$ cat config.mk
export PLATFORM = sky130hd
export DESIGN_NAME = tlb_guard
export DESIGN_NICKNAME = d
export VERILOG_FILES = /design/src/rtl/tlb_guard_pkg.sv /design/src/rtl/tlb_lookup.sv /design/src/rtl/tlb_victim.sv /design/src/rtl/tlb_guard.sv
export SDC_FILE = /design/constraint.sdc
export NUM_CORES = 2
export LEC_CHECK = 0
export BUFFER_PORTS_ARGS = -buffer_cell sky130_fd_sc_hd__buf_2
export CAP_MARGIN = 20
export CORE_ASPECT_RATIO = 0.8
export CORE_UTILIZATION = 40
export CTS_BUF_LIST = sky130_fd_sc_hd__clkbuf_8
export CTS_CLUSTER_DIAMETER = 80
export CTS_CLUSTER_SIZE = 8
export DETAILED_ROUTE_END_ITERATION = 7
export PLACE_DENSITY_LB_ADDON = 0.2
export SYNTH_ARGS = -nofsm -noshare
export SYNTH_HDL_FRONTEND = slang
export SYNTH_SLANG_ARGS = --single-unit
$ cat constraint.sdc
create_clock -name clk -period 10.7 [get_ports clk]
set_input_delay 0.535 -clock clk [delete_from_list [all_inputs] [get_ports clk]]
set_output_delay 0.535 -clock clk [all_outputs]
set_load 0.02 [all_outputs]
$ cat src/rtl/tlb_guard_pkg.sv
`timescale 1ns/1ps
package tlb_guard_pkg;
  typedef enum logic [1:0] {
    ACC_LOAD  = 2'd0,
    ACC_STORE = 2'd1,
    ACC_FETCH = 2'd2,
    ACC_BAD   = 2'd3
  } acc_e;

  typedef struct packed {
    logic vld;
    logic rd;
    logic wr;
    logic ex;
    logic kern;
    logic dirty;
    logic refb;
  } ent_flags_t;
endpackage

$ cat src/rtl/tlb_lookup.sv
`timescale 1ns/1ps
module tlb_lookup #(
  parameter int N      = 16,
  parameter int VPN_W  = 20,
  parameter int ASID_W = 8,
  localparam int IDX_W = $clog2(N)
) (
  input  logic [N-1:0]             vld,
  input  logic [N-1:0][VPN_W-1:0]  vpn_a,
  input  logic [N-1:0][ASID_W-1:0] asid_a,
  input  logic [VPN_W-1:0]         req_vpn,
  input  logic [ASID_W-1:0]        req_asid,
  output logic [N-1:0]             match_vec,
  output logic                     any_match,
  output logic [IDX_W-1:0]         hit_idx
);
  // page number and address-space tag must both agree
  for (genvar g = 0; g < N; g++) begin : g_cmp
    assign match_vec[g] = vld[g] && (vpn_a[g] == req_vpn) && (asid_a[g] == req_asid);
  end

  assign any_match = |match_vec;

  always_comb begin
    hit_idx = '0;
    for (int i = N - 1; i >= 0; i--) begin
      if (match_vec[i]) hit_idx = IDX_W'(i);
    end
  end
endmodule

$ cat src/rtl/tlb_victim.sv
`timescale 1ns/1ps
module tlb_victim #(
  parameter int N = 16,
  localparam int IDX_W = $clog2(N)
) (
  input  logic [N-1:0]     vld,
  input  logic [N-1:0]     refb,
  input  logic [IDX_W-1:0] hand,
  output logic [IDX_W-1:0] fill_idx,
  output logic             use_clock,
  output logic [N-1:0]     clr_mask
);
  logic             inv_found;
  logic [IDX_W-1:0] inv_idx;
  logic             ref_found;
  logic [IDX_W-1:0] vic_idx;
  logic [IDX_W-1:0] idx;

  // lowest-numbered invalid slot
  always_comb begin
    inv_found = 1'b0;
    inv_idx   = '0;
    for (int i = 0; i < N; i++) begin
      if (!vld[i] && !inv_found) begin
        inv_found = 1'b1;
        inv_idx   = IDX_W'(i);
      end
    end
  end

  // sweep from the hand, clearing set reference bits until a clear one
  always_comb begin
    ref_found = 1'b0;
    vic_idx   = hand;
    clr_mask  = '0;
    idx       = hand;
    for (int k = 0; k < N; k++) begin
      idx = IDX_W'((int'(hand) + k) % N);
      if (!ref_found) begin
        if (!refb[idx]) begin
          ref_found = 1'b1;
          vic_idx   = idx;
        end else begin
          clr_mask[idx] = 1'b1;
        end
      end
    end
    if (!ref_found) vic_idx = hand;
  end

  assign use_clock = !inv_found;
  assign fill_idx  = inv_found ? inv_idx : vic_idx;
endmodule

$ cat src/rtl/tlb_guard.sv
`timescale 1ns/1ps
module tlb_guard #(
  parameter int N      = 16,
  parameter int VPN_W  = 20,
  parameter int PPN_W  = 16,
  parameter int ASID_W = 8,
  localparam int IDX_W = $clog2(N)
) (
  input  logic              clk,
  input  logic              rst_n,
  input  logic              req_valid,
  input  logic [VPN_W-1:0]  req_vpn,
  input  logic [1:0]        req_acc,
  input  logic              req_user,
  input  logic [ASID_W-1:0] req_asid,
  output logic              hit,
  output logic              fault,
  output logic              grant,
  output logic [PPN_W-1:0]  xl_ppn,
  output logic              walk_req,
  output logic              dirty_req,
  input  logic              dirty_ack,
  input  logic              refill_valid,
  input  logic [VPN_W-1:0]  refill_vpn,
  input  logic [ASID_W-1:0] refill_asid,
  input  logic [PPN_W-1:0]  refill_ppn,
  input  logic [3:0]        refill_perm,
  input  logic              refill_dirty,
  input  logic              flush
);
  import tlb_guard_pkg::*;

  ent_flags_t [N-1:0]        fl_q;
  logic [N-1:0][VPN_W-1:0]   vpn_q;
  logic [N-1:0][ASID_W-1:0]  asid_q;
  logic [N-1:0][PPN_W-1:0]   ppn_q;
  logic [IDX_W-1:0]          hand_q;

  logic [N-1:0]     vld_v, ref_v, match_vec, clr_mask;
  logic             any_match, use_clock;
  logic [IDX_W-1:0] hit_idx, fill_idx;
  ent_flags_t       sel;
  acc_e             acc;
  logic             perm_bad, is_store, ok_hit;

  for (genvar g = 0; g < N; g++) begin : g_flat
    assign vld_v[g] = fl_q[g].vld;
    assign ref_v[g] = fl_q[g].refb;
  end

  tlb_lookup #(.N(N), .VPN_W(VPN_W), .ASID_W(ASID_W)) u_lookup (
    .vld(vld_v), .vpn_a(vpn_q), .asid_a(asid_q),
    .req_vpn(req_vpn), .req_asid(req_asid),
    .match_vec(match_vec), .any_match(any_match), .hit_idx(hit_idx)
  );

  tlb_victim #(.N(N)) u_victim (
    .vld(vld_v), .refb(ref_v), .hand(hand_q),
    .fill_idx(fill_idx), .use_clock(use_clock), .clr_mask(clr_mask)
  );

  assign sel = fl_q[hit_idx];
  assign acc = acc_e'(req_acc);

  // rights demanded by the access kind and privilege
  always_comb begin
    unique case (acc)
      ACC_LOAD:  perm_bad = !sel.rd;
      ACC_STORE: perm_bad = !sel.wr;
      ACC_FETCH: perm_bad = !sel.ex;
      default:   perm_bad = 1'b1;
    endcase
    if (sel.kern && req_user) perm_bad = 1'b1;
  end

  assign is_store  = (acc == ACC_STORE);
  assign hit       = req_valid && any_match;
  assign walk_req  = req_valid && !any_match;
  assign fault     = hit && perm_bad;                       // priority
  assign ok_hit    = hit && !perm_bad;
  assign dirty_req = ok_hit && is_store && !sel.dirty;
  assign grant     = ok_hit && !(is_store && !sel.dirty);
  assign xl_ppn    = ppn_q[hit_idx];

  always_ff @(posedge clk) begin
    if (!rst_n) begin
      fl_q   <= '0;
      hand_q <= '0;
    end else if (flush) begin
      for (int i = 0; i < N; i++) begin
        fl_q[i].vld  <= 1'b0;
        fl_q[i].refb <= 1'b0;
      end
      hand_q <= '0;
    end else begin
      if (ok_hit) fl_q[hit_idx].refb <= 1'b1;
      if (dirty_req && dirty_ack) fl_q[hit_idx].dirty <= 1'b1;
      if (refill_valid) begin
        if (use_clock) begin
          for (int i = 0; i < N; i++) begin
            if (clr_mask[i]) fl_q[i].refb <= 1'b0;
          end
          hand_q <= IDX_W'((int'(fill_idx) + 1) % N);
        end
        fl_q[fill_idx] <= '{vld: 1'b1, rd: refill_perm[0], wr: refill_perm[1],
                            ex: refill_perm[2], kern: refill_perm[3],
                            dirty: refill_dirty, refb: 1'b1};
        vpn_q[fill_idx]  <= refill_vpn;
        asid_q[fill_idx] <= refill_asid;
        ppn_q[fill_idx]  <= refill_ppn;
      end
    end
  end
endmodule

==> run summary <==
largest net degree at the start of global routing: 117
total track usage: 26.9%
part of the cycle the worst path needs: 71.7%
CTS Buffer Depth: 3
CTS root buffer: clkbuf_8
worst reg-to-reg path cell count: 17
Distinct cells, synth: 106
final net count: 3479
Rel. slew slack: 26.5%
CP required: 11.10 ns
Yosys warning total: 0
die span in x: 358 µm
Final Critical Period: 7.67 ns
DRC: 0
Via Count: 28400
hold_buf cts: 0
Critical Path End Type: flip-flop
post_cts resized: 0
WHS Path Cells: 2
Tightest Hold Check Type: primary input to flip-flop
status: complete, no violations
total grt overflow: 0
Crit Path Max Fanout: 31
Clock Latency Late Sink: 0.76 ns
Fin Setup TNS: 0 ns
first-pass GRT wire length: 198000 µm
Initial DRC Count: 3896
Placement Setup Slack: 3.22 ns
Post-DRT Antenna Nets: 0
row count: 104
vias per cell: 5.96
CTS H-tree depth: 3
post-CTS setup repair buffer count: 0
post-synthesis cell area: 40500 µm²
max-cap viol count: 0
maximum VDD drop: 92.4 µV
Power Density: 135 nW/µm²
FFs w/ async S/R, synth: 0%
Hold Vio Cnt, Final: 0
Top Ports: 107
LEAKAGE: 0.0150 µW
fmax: 0.130 GHz
worst setup margin: 3.03 ns
Slew Viols, Final: 0
CORE AREA: 100000 µm²
initial antenna violation count: 10
clock buffers created by TritonCTS: 112
WS Path Type: flip-flop to flip-flop
syn_area_per_cell: 12.4 µm²
Placer Congestion: 0.978
CTS tree: built
flops & latches, synth: 820
Gate Count Post-Synth: 3267
IO buf count: 106
Worst EP arrival: 8.07 ns
clock sinks: 820
Overall Power: 5980 µW
die area: 103000 µm²
clk_skew: 0.0426 ns
Synth Net Count: 3370
Clock transition at path regs: 0.06 ns
die height: 287 µm
RSZ-0062 raised after global routing: no
fraction of layout cells with a size suffix above 1: 14.1%
Initial Util: 40.3%
drt total wl: 139000 µm
DRT Pass-1 Iters: 7
worst slew pin tran: 1.10 ns
Area Growth Syn to Fin: 9.44%
Setup violations, final: 0
Synth Flop Type: edfxtp_1
CP Launch Type: flip-flop
Post-synth EDFFs: 704
DR WL/cell: 29.2 µm
DP Wirelength: 85400 µm
Seq/Total Area, Yosys: 57.9%
vias in the first global route: 26800
[final timing paths]
check / endpoint / slack [ns] / start
worst max-delay path: ppn_q[178] / 3.03 / hand_q[2]
worst min-delay path: fl_q[108] / 0.14 / rst_n
worst max register to register: ppn_q[178] / 3.03 / hand_q[2]
worst min register to register: fl_q[33] / 0.45 / fl_q[33]
[critical path, stage by stage (launching register included)]
cell and delay, ns:
dfxtp_1 0.31, buf_4 0.28, clkinv_1 0.49, ha_1 0.37
a21oi_1 0.31, xnor2_1 0.40, mux2i_1 0.61, nand4_1 0.38
nor2_1 0.71, buf_6 0.24, o211ai_1 0.09, a21oi_1 0.36
o21ai_0 0.31, inv_1 0.15, ha_1 0.30, nand3_1 0.54
nor2_4 0.98, buf_4 0.45
[synthesized netlist by cell type, drive strengths merged, types with 25 or more instances]
cell	number	share of area, %
a21oi	79	0.99
a32oi	28	0.61
buf	97	1.4
clkbuf	86	0.80
dfxtp	116	5.7
edfxtp	704	52
inv	28	0.26
mux2	76	2.1
mux2i	173	4.3
nand2	291	2.7
nand2b	27	0.42
nand3	84	1.1
nand4	146	2.4
nor2	152	1.6
nor2b	65	1.0
nor3	29	0.41
nor4	83	1.3
o211ai	25	0.46
o21ai	170	2.1
o22ai	38	0.60
xnor2	319	7.1
xor2	145	3.2
[layer usage]
metal,track usage [%],wire length (µm)
met4,7.99,3750
met1,40.5,62200
met2,39.4,60400
met5,0,0
met3,4.46,13000
[state kept, by name, indices dropped and copies added (netlist names)]
name / cells
asid_q: 128
fl_q: 112
hand_q: 4
ppn_q: 256
vpn_q: 320
[cell usage in the layout, fill, tap and decap left out, types with 14 or more instances in the layout]
master	count
edfxtp_1	704
xnor2_1	310
nand2_1	289
mux2i_1	171
o21ai_0	164
xor2_1	144
nand4_1	141
nor2_1	128
dfxtp_1	116
clkbuf_8	112
buf_2	106
inv_1	85
nand3_1	82
nor4_1	82
a21oi_1	76
mux2_2	71
buf_4	70
nor2b_1	64
o22ai_1	36
a32oi_1	28
nand2b_1	27
nor3_1	25
o211ai_1	25
mux4_2	24
a31oi_1	20
a22oi_1	20
ha_1	17
nor2_4	16
a21o_1	15
and3_1	14
a221o_1	14
[logic make-up (layout without fill, tap and decap cells)]
group           Yosys count  count (layout)  share of synthesized area, %
simple gates            962             962                          12.5
compound gates          519             519                          8.50
xor+xnor                464             464                          10.2
fa+ha+maj                17              17                         0.525
flops                   820             820                          57.9
buf+inv                 212             386                          2.51
other cells               0               2                             0
mux                     273             273                          7.79
[report_power, final]
group / switching [µW] / total (µW) / internal [µW]
clock: 1170 / 2140 / 963
combinational: 272 / 368 / 96.0
sequential: 4.02 / 3480 / 3470
[final cells by class]
class,instances,area [µm²]
Timing Repair Buffer,178,1090
Clock buffer,112,1540
Tap cell,1325,1660
Inverter,29,109
Fill cell,9425,56100
Clock inverter,67,303
Multi-Input combinational cell,2235,16200
Antenna cell,2,5.00
Sequential cell,820,23500
[stage by stage]
stage / utilization, % / hold WS (ns) / std cells / area, µm²
global placement: 42.3 / 0.436 / 4586 / 42500
finish: 44.1 / 0.143 / 4768 / 44300
global route: 44.1 / 0.119 / 4768 / 44300
detailed placement: 42.3 / 0.440 / 4587 / 42500
floorplan: - / 0.428 / 3267 / 40500
CTS: 44.1 / 0.0867 / 4766 / 44300
Power figures use the tool's default switching activity.
